--- src/rtl/pcu_pkg.sv ---
package pcu_pkg;
  typedef enum logic [1:0] {
    SRC_ALU  = 2'b00,
    SRC_TGT  = 2'b01,
    SRC_JMP  = 2'b10,
    SRC_SPR  = 2'b11
  } pc_src_e;
endpackage

--- src/rtl/pcu_hold_reg.sv ---
module pcu_hold_reg #(
  parameter int W = 32
) (
  input  logic         clk,
  input  logic         rst,
  input  logic         en,
  input  logic [W-1:0] d,
  output logic [W-1:0] q
);
  always_ff @(posedge clk) begin
    if (rst)     q <= '0;
    else if (en) q <= d;
  end

  // register holds without enable, follows d with it
  assert_hold_R8: assert property (@(posedge clk) disable iff (rst)
    !en |=> $stable(q));
  assert_load_R3: assert property (@(posedge clk) disable iff (rst)
    en |=> (q == $past(d)));
endmodule

--- src/rtl/pcu_jump_form.sv ---
module pcu_jump_form #(
  parameter int XLEN    = 32,
  parameter int FIELD_W = 26
) (
  input  logic [XLEN-1:0]    pc,
  input  logic [FIELD_W-1:0] field,
  output logic [XLEN-1:0]    jaddr
);
  localparam int SEG_W = XLEN - FIELD_W - 2;

  generate
    if (SEG_W > 0) begin : g_seg
      assign jaddr = {pc[XLEN-1 -: SEG_W], field, 2'b00};
    end else begin : g_noseg
      assign jaddr = {field[XLEN-3:0], 2'b00};
    end
  endgenerate
endmodule

--- src/rtl/pcu_src_sel.sv ---
module pcu_src_sel
  import pcu_pkg::*;
#(
  parameter int XLEN = 32
) (
  input  pc_src_e         sel,
  input  logic [XLEN-1:0] alu,
  input  logic [XLEN-1:0] tgt,
  input  logic [XLEN-1:0] jaddr,
  input  logic            wr,
  input  logic            wr_zero,
  input  logic            zero,
  output logic [XLEN-1:0] nxt,
  output logic            load
);
  always_comb begin
    unique case (sel)
      SRC_TGT: nxt = tgt;
      SRC_JMP: nxt = jaddr;
      default: nxt = alu;
    endcase
  end

  assign load = wr | (wr_zero & zero);
endmodule

--- src/rtl/pc_next_unit.sv ---
module pc_next_unit
  import pcu_pkg::*;
#(
  parameter int XLEN    = 32,
  parameter int FIELD_W = 26
) (
  input  logic               clk,
  input  logic               rst,
  input  logic [XLEN-1:0]    alu_res,
  input  logic               alu_zero,
  input  logic [FIELD_W-1:0] jmp_field,
  input  logic               pc_wr,
  input  logic               pc_wr_zero,
  input  logic               tgt_wr,
  input  logic [1:0]         pc_sel,
  output logic [XLEN-1:0]    pc_q
);
  localparam int SEG_W = XLEN - FIELD_W - 2;

  logic [XLEN-1:0] tgt_q;
  logic [XLEN-1:0] jaddr;
  logic [XLEN-1:0] nxt;
  logic            load;

  pcu_hold_reg #(.W(XLEN)) u_tgt (
    .clk(clk), .rst(rst), .en(tgt_wr), .d(alu_res), .q(tgt_q)
  );

  pcu_jump_form #(.XLEN(XLEN), .FIELD_W(FIELD_W)) u_jmp (
    .pc(pc_q), .field(jmp_field), .jaddr(jaddr)
  );

  pcu_src_sel #(.XLEN(XLEN)) u_sel (
    .sel(pc_src_e'(pc_sel)), .alu(alu_res), .tgt(tgt_q), .jaddr(jaddr),
    .wr(pc_wr), .wr_zero(pc_wr_zero), .zero(alu_zero),
    .nxt(nxt), .load(load)
  );

  pcu_hold_reg #(.W(XLEN)) u_pc (
    .clk(clk), .rst(rst), .en(load), .d(nxt), .q(pc_q)
  );

  assert_alu_src_R2: assert property (@(posedge clk) disable iff (rst)
    (pc_wr && pc_sel == 2'b00) |=> (pc_q == $past(alu_res)));
  assert_spare_src_R5: assert property (@(posedge clk) disable iff (rst)
    (pc_wr && pc_sel == 2'b11) |=> (pc_q == $past(alu_res)));
  assert_jump_R4: assert property (@(posedge clk) disable iff (rst)
    (pc_wr && pc_sel == 2'b10) |=>
      (pc_q == {$past(pc_q[XLEN-1 -: SEG_W]), $past(jmp_field), 2'b00}));
  assert_cond_clear_R7: assert property (@(posedge clk) disable iff (rst)
    (pc_wr_zero && !alu_zero && !pc_wr) |=> $stable(pc_q));
  assert_cond_set_R6: assert property (@(posedge clk) disable iff (rst)
    (pc_wr_zero && alu_zero && pc_sel == 2'b00) |=> (pc_q == $past(alu_res)));
  assert_idle_R8: assert property (@(posedge clk) disable iff (rst)
    (!pc_wr && !pc_wr_zero) |=> $stable(pc_q));
endmodule

--- config.mk ---
export PLATFORM = sky130hd
export DESIGN_NAME = pc_next_unit
export DESIGN_NICKNAME = d
export VERILOG_FILES = /design/src/rtl/pcu_pkg.sv /design/src/rtl/pcu_hold_reg.sv /design/src/rtl/pcu_jump_form.sv /design/src/rtl/pcu_src_sel.sv /design/src/rtl/pc_next_unit.sv
export SDC_FILE = /design/constraint.sdc
export NUM_CORES = 1
export LEC_CHECK = 0
export BUFFER_PORTS_ARGS = -buffer_cell sky130_fd_sc_hd__buf_4
export CAP_MARGIN = 0
export CELL_PAD_IN_SITES_DETAIL_PLACEMENT = 1
export CELL_PAD_IN_SITES_GLOBAL_PLACEMENT = 2
export CORE_AREA = 2 2 72 143
export CTS_CLUSTER_SIZE = 10
export DETAILED_ROUTE_END_ITERATION = 16
export DIE_AREA = 0 0 74 145
export GPL_TIMING_DRIVEN = 0
export PLACE_DENSITY_LB_ADDON = 0.25
export SLEW_MARGIN = 10
export SYNTH_ARGS = -nofsm -noshare
export SYNTH_HDL_FRONTEND = slang
export SYNTH_SLANG_ARGS = --single-unit
--- constraint.sdc ---
create_clock -name clk -period 2.73 [get_ports clk]
set_input_delay 0 -clock clk [delete_from_list [all_inputs] [get_ports clk]]
set_output_delay 0 -clock clk [all_outputs]
set_load 0.005 [all_outputs]
=== Yosys cells after proc, flatten, opt, wreduce, memory -nomap -nowiden ===
Index checks and enable logic that the tools add are counted.

* Logic and storage cells: 10
* Bits in registers: 64
* Input port bits: 66
* Output and inout port bits: 32

* Reduce and logical (&&, ||, !) cells: 1
* Eq/ne operators: 2
* Multiplexer cells: 1
* Bitwise logic cells: 3

{| class="wikitable"
|+ Operators with widths
! kind !! number
|-
| $pmux W32 S2 || 1
|-
| $eq A2 B1 Y1 const B || 1
|-
| $eq A2 B2 Y1 const B || 1
|-
| $reduce_and A2 Y1 || 1
|-
| $and A1 B1 Y1 || 1
|-
| $not A1 Y1 || 1
|-
| $or A1 B1 Y1 || 1
|}

=== Depth between registers and ports, before layout ===
* Word-level depth: 3
* Depth in mapped cells: 7
* Mapped depth without buffers: 5

=== Hierarchy ===
From an unflattened synthesis, not the netlist that was laid out.

* Cells, all modules: 353
* Area, all modules: 3215.6 sq um

{| class="wikitable"
|+ By module, submodules not included
! module !! sequential area each (sq um) !! times used !! area an instance (sq um) !! cells an instance
|-
| pcu_hold_reg || 640.6 || 2 || 1163.6 || 103
|-
| pcu_src_sel || 0.0 || 1 || 644.4 || 114
|-
| pcu_jump_form || 0.0 || 1 || 244.0 || 33
|}

=== Worst setup path after synthesis ===
No wires, ideal clock.

* Path kind: input to register
* Start point: input port pc_sel[0]
* End point: register u_pc.q[28]
* Required time: 2.600 ns
* Cell stages on the path: 6
* Buffers on the path: 2
* Library setup time: 0.130 ns
* Arrival: 1.005 ns
* Slack: 1.595 ns
* Cell sequence: inv_1 -> ha_1 -> buf_6 -> buf_6 -> a2111oi_1 -> nor3_1

* Cells in the longest elaborated chain, start to end: 3
* Elaborated cells on any way between the ends: 5
* Those cells by class: 2 x eq/ne; 1 x mux; 1 x bitwise; 1 x reduce/logical

{| class="wikitable"
|+ RTL lines
! item !! line !! text
|-
| from (decl) || pc_next_unit.sv:15 || <nowiki>input logic [1:0] pc_sel,</nowiki>
|-
| $eq A2 B2 Y1 || pcu_src_sel.sv:17 || <nowiki>unique case (sel)</nowiki>
|-
| $not A1 Y1 (no line) || n/a ||
|-
| $reduce_and A2 Y1 (no line) || n/a ||
|-
| to (signal assigned) || pcu_hold_reg.sv:11 || <nowiki>if (rst) q <= '0;</nowiki>
|-
| to (signal assigned) || pcu_hold_reg.sv:12 || <nowiki>else if (en) q <= d;</nowiki>
|-
| to (decl) || pcu_hold_reg.sv:8 || <nowiki>output logic [W-1:0] q</nowiki>
|}

Parallel ways exist; a longest one is shown, timed or not.
A chain may end at the register's enable or synchronous reset.

=== Worst setup path after layout ===
* Start point: input port pc_sel[0]
* End point: register u_pc.q[20]

* Cells in the longest elaborated chain, start to end: 2
* Elaborated cells on any way between the ends: 3
* Those cells by class: 2 x eq/ne; 1 x mux

{| class="wikitable"
|+ RTL lines
! item !! line
|-
| $eq A2 B2 Y1 / $eq A2 B1 Y1 (equally long branches) || pcu_src_sel.sv:17
|-
| $pmux W32 S2 * || pcu_src_sel.sv:17
|}

Every way passes the cells marked *; elsewhere a longest branch is shown, timed or not.

==> reports/results.ini <==
[placement]
gp_congestion = 0.708
place_ws_ps = 1320
io_buffers = 95
placedCellCount = 547
dpl.hpwl_um = 7090

[timing]
drv_slew = 0
max_freq_ghz = 0.955
setup_viol = 0
rsz0062_at_grt = no
tns_ps = 0
worst_slack_ps = 1680
worstMarginPinSlew_ps = 519
hold_viol_final = 0
post-route-min-period_ps = 1050
fin_crit_sh_pct = 38.4
fin_skew_ps = 2.28
slew_headroom_pct = 65.4

[floorplanning]
die-area_sq_um = 10700
ios = 98
num_rows = 51
fp.dieH_um = 145
core_area_sq_um = 9640
start_util_pct = 30.4
die_w_um = 74

[detailed_routing]
route.detailed.drc = 0
ant_nets = 0
routed_wl_um = 9800
via_per_inst = 4.92
num_vias = 2928
routedWlPerCell_um = 16.5
first_pass_iters = 4
drtIter0Drc = 57

[setup_path]
endpoint_kind = flip-flop
cp_max_fo = 10
path_class = in -> reg
setup.worst_path.start_class = input port
worst_setup_path_startpoint = pc_sel[0]
critPathArrivalTime_ps = 1240
rr_startpoint = u_tgt.q[28]
crit_required_ps = 2920

[clock_network]
cts_tree = yes
cts_made_buffers = 9
clockBufferDepth = 2
cts_sinks = 64
cts.htree.levels = 3
cts_setup_buffers = 0
clkTransAtPathRegs_ps = 50
clock_latency_ps = 330
cts_root_buf = clkbuf_16

[yosys]
async_reset_ff_share_pct = 0
synth.ff_latch_count = 64
yosysSeqAreaShare_pct = 43.8
synth.area.top_cells = dfxtp_1 44%, mux2i_1 11%, a221o_1 8.9%
avgSynthCellArea_sq_um = 9.15
yosysTopAreaCell = dfxtp_1
yosys_warnings = 0
synth_cell_types = 23
synth-main-ff-cell = dfxtp_1
synth_edf_count = 0
syn_inst = 320
yosys.area.top_type_share_pct = 43.8
synth_nets = 388
synth_area_sq_um = 2930

[power]
ir_worst_vdd_uv = 310
p_per_area_nw_per_um2 = 586
leakage_nw = 1.99

[cells_and_area]
areaGrowthSynthToFinish_pct = 50.0
antenna_cells = 0
final_cell_mix = 100 x buf_4, 64 x dfxtp_1, 34 x nor2_1, 32 x mux2i_1, 32 x dlygate4sd3_1
final_common_cell = buf_4
drive_above_1_share_pct = 29.4
nets = 526
final_cells = 595

[global_route]
antenna_found_initial = 0
gr-max-usage-layer = met2
overflow = 0
met1_usage_pct = 19.3
grt_max_degree = 11
track_usage_pct = 19.1
grt_pass1_wl_um = 15500
grt_use_met2_pct = 35.3
grt_pass1_vias = 3109
use_met3_pct = 3.75

[min_path]
hold_class = in -> reg
min_from = rst

[run]
drv_cap = 0

[status]
status = completed

## worst max-delay path: stages
cell and delay (ps):
buf_4 90, inv_1 40, ha_1 280, buf_6 140, clkbuf_1 420, nand2b_1 110, nand3_1 100, a21oi_1 60
## synthesized netlist by cell type (all sizes together) (3+ instances only)
master   count
nand2b      26
clkbuf       7
a21oi       31
dfxtp       64
nand2       28
nand3       26
and3b        4
nor2        34
inv          3
nor3         4
buf         24
mux2i       32
a2111oi      4
a221o       26
## registers in the layout (all words and copies together), names as in the netlist
name,cells
u_tgt.q,32
u_pc.q,32
## timing repair
action,4_1_cts,5_1_grt
endpoints found under the hold margin,34,0
setup endpoints to repair,0,0
hold buffers,32,0
gates resized for setup,0,0
## power breakdown
group	total, mW	switching, mW	leakage, nW	internal [mW]
logic	0.500	0.229	1.32	0.272
clock network	1.03	0.402	0.136	0.632
registers	1.04	0.0360	0.528	1.00
## area by class of cell
cell class	count	area (sq um)
inverter	3	11.3
fill	1139	5240
clock buffer	12	246
sequential	64	1280
multi-input combinational	222	1440
timing repair buffer	127	1030
clock inverter	4	20.0
tap	132	165
buffer	31	195
## path summary, 6_finish.rpt
check	endpoint	slack (ps)	depth (start not counted)
setup / recovery	u_pc.q[20]	1680	8
hold / removal	u_pc.q[1]	20	2
setup reg to reg	u_pc.q[28]	1710	3
hold reg to reg	u_pc.q[18]	450	2
## kinds of logic (layout without fill, tap and decap cells)
| group | Yosys count | count (layout) | synth area share, % |
|---|---|---|---|
| buffers and inverters | 34 | 177 | 7.05 |
| and+or+nand+nor | 124 | 124 | 20.3 |
| DFF | 64 | 64 | 43.8 |
| muxes | 32 | 32 | 10.9 |
| adders and majority gates | 2 | 2 | 0.855 |
| AOI/OAI and AO/OA | 64 | 64 | 17.1 |
## per-layer routing
layer	vias to the layer above	wire [um]	share of wire, %
met2	82	5600	57
met1	1407	3550	36
met5	-	0	0
met3	27	339	3.5
li1	1412	-	-
met4	0	310	3.2
## per-stage QoR
| stage | power [mW] | instance area, sq um | util [%] | hold WS (ps) |
|---|---|---|---|---|
| 4_1_cts | 2.62 | 4390 | 45.6 | 29.2 |
| 3_3_place_gp | 1.52 | 3810 | 39.5 | 249 |
| 5_1_grt | 2.70 | 4390 | 45.6 | 27.2 |
| 3_5_place_dp | 1.53 | 3810 | 39.5 | 255 |
| 2_1_floorplan | 1.31 | 2930 | - | 147 |
| 6_report | 2.57 | 4390 | 45.6 | 21.3 |
No activity file was read; power rests on OpenSTA's default activity.
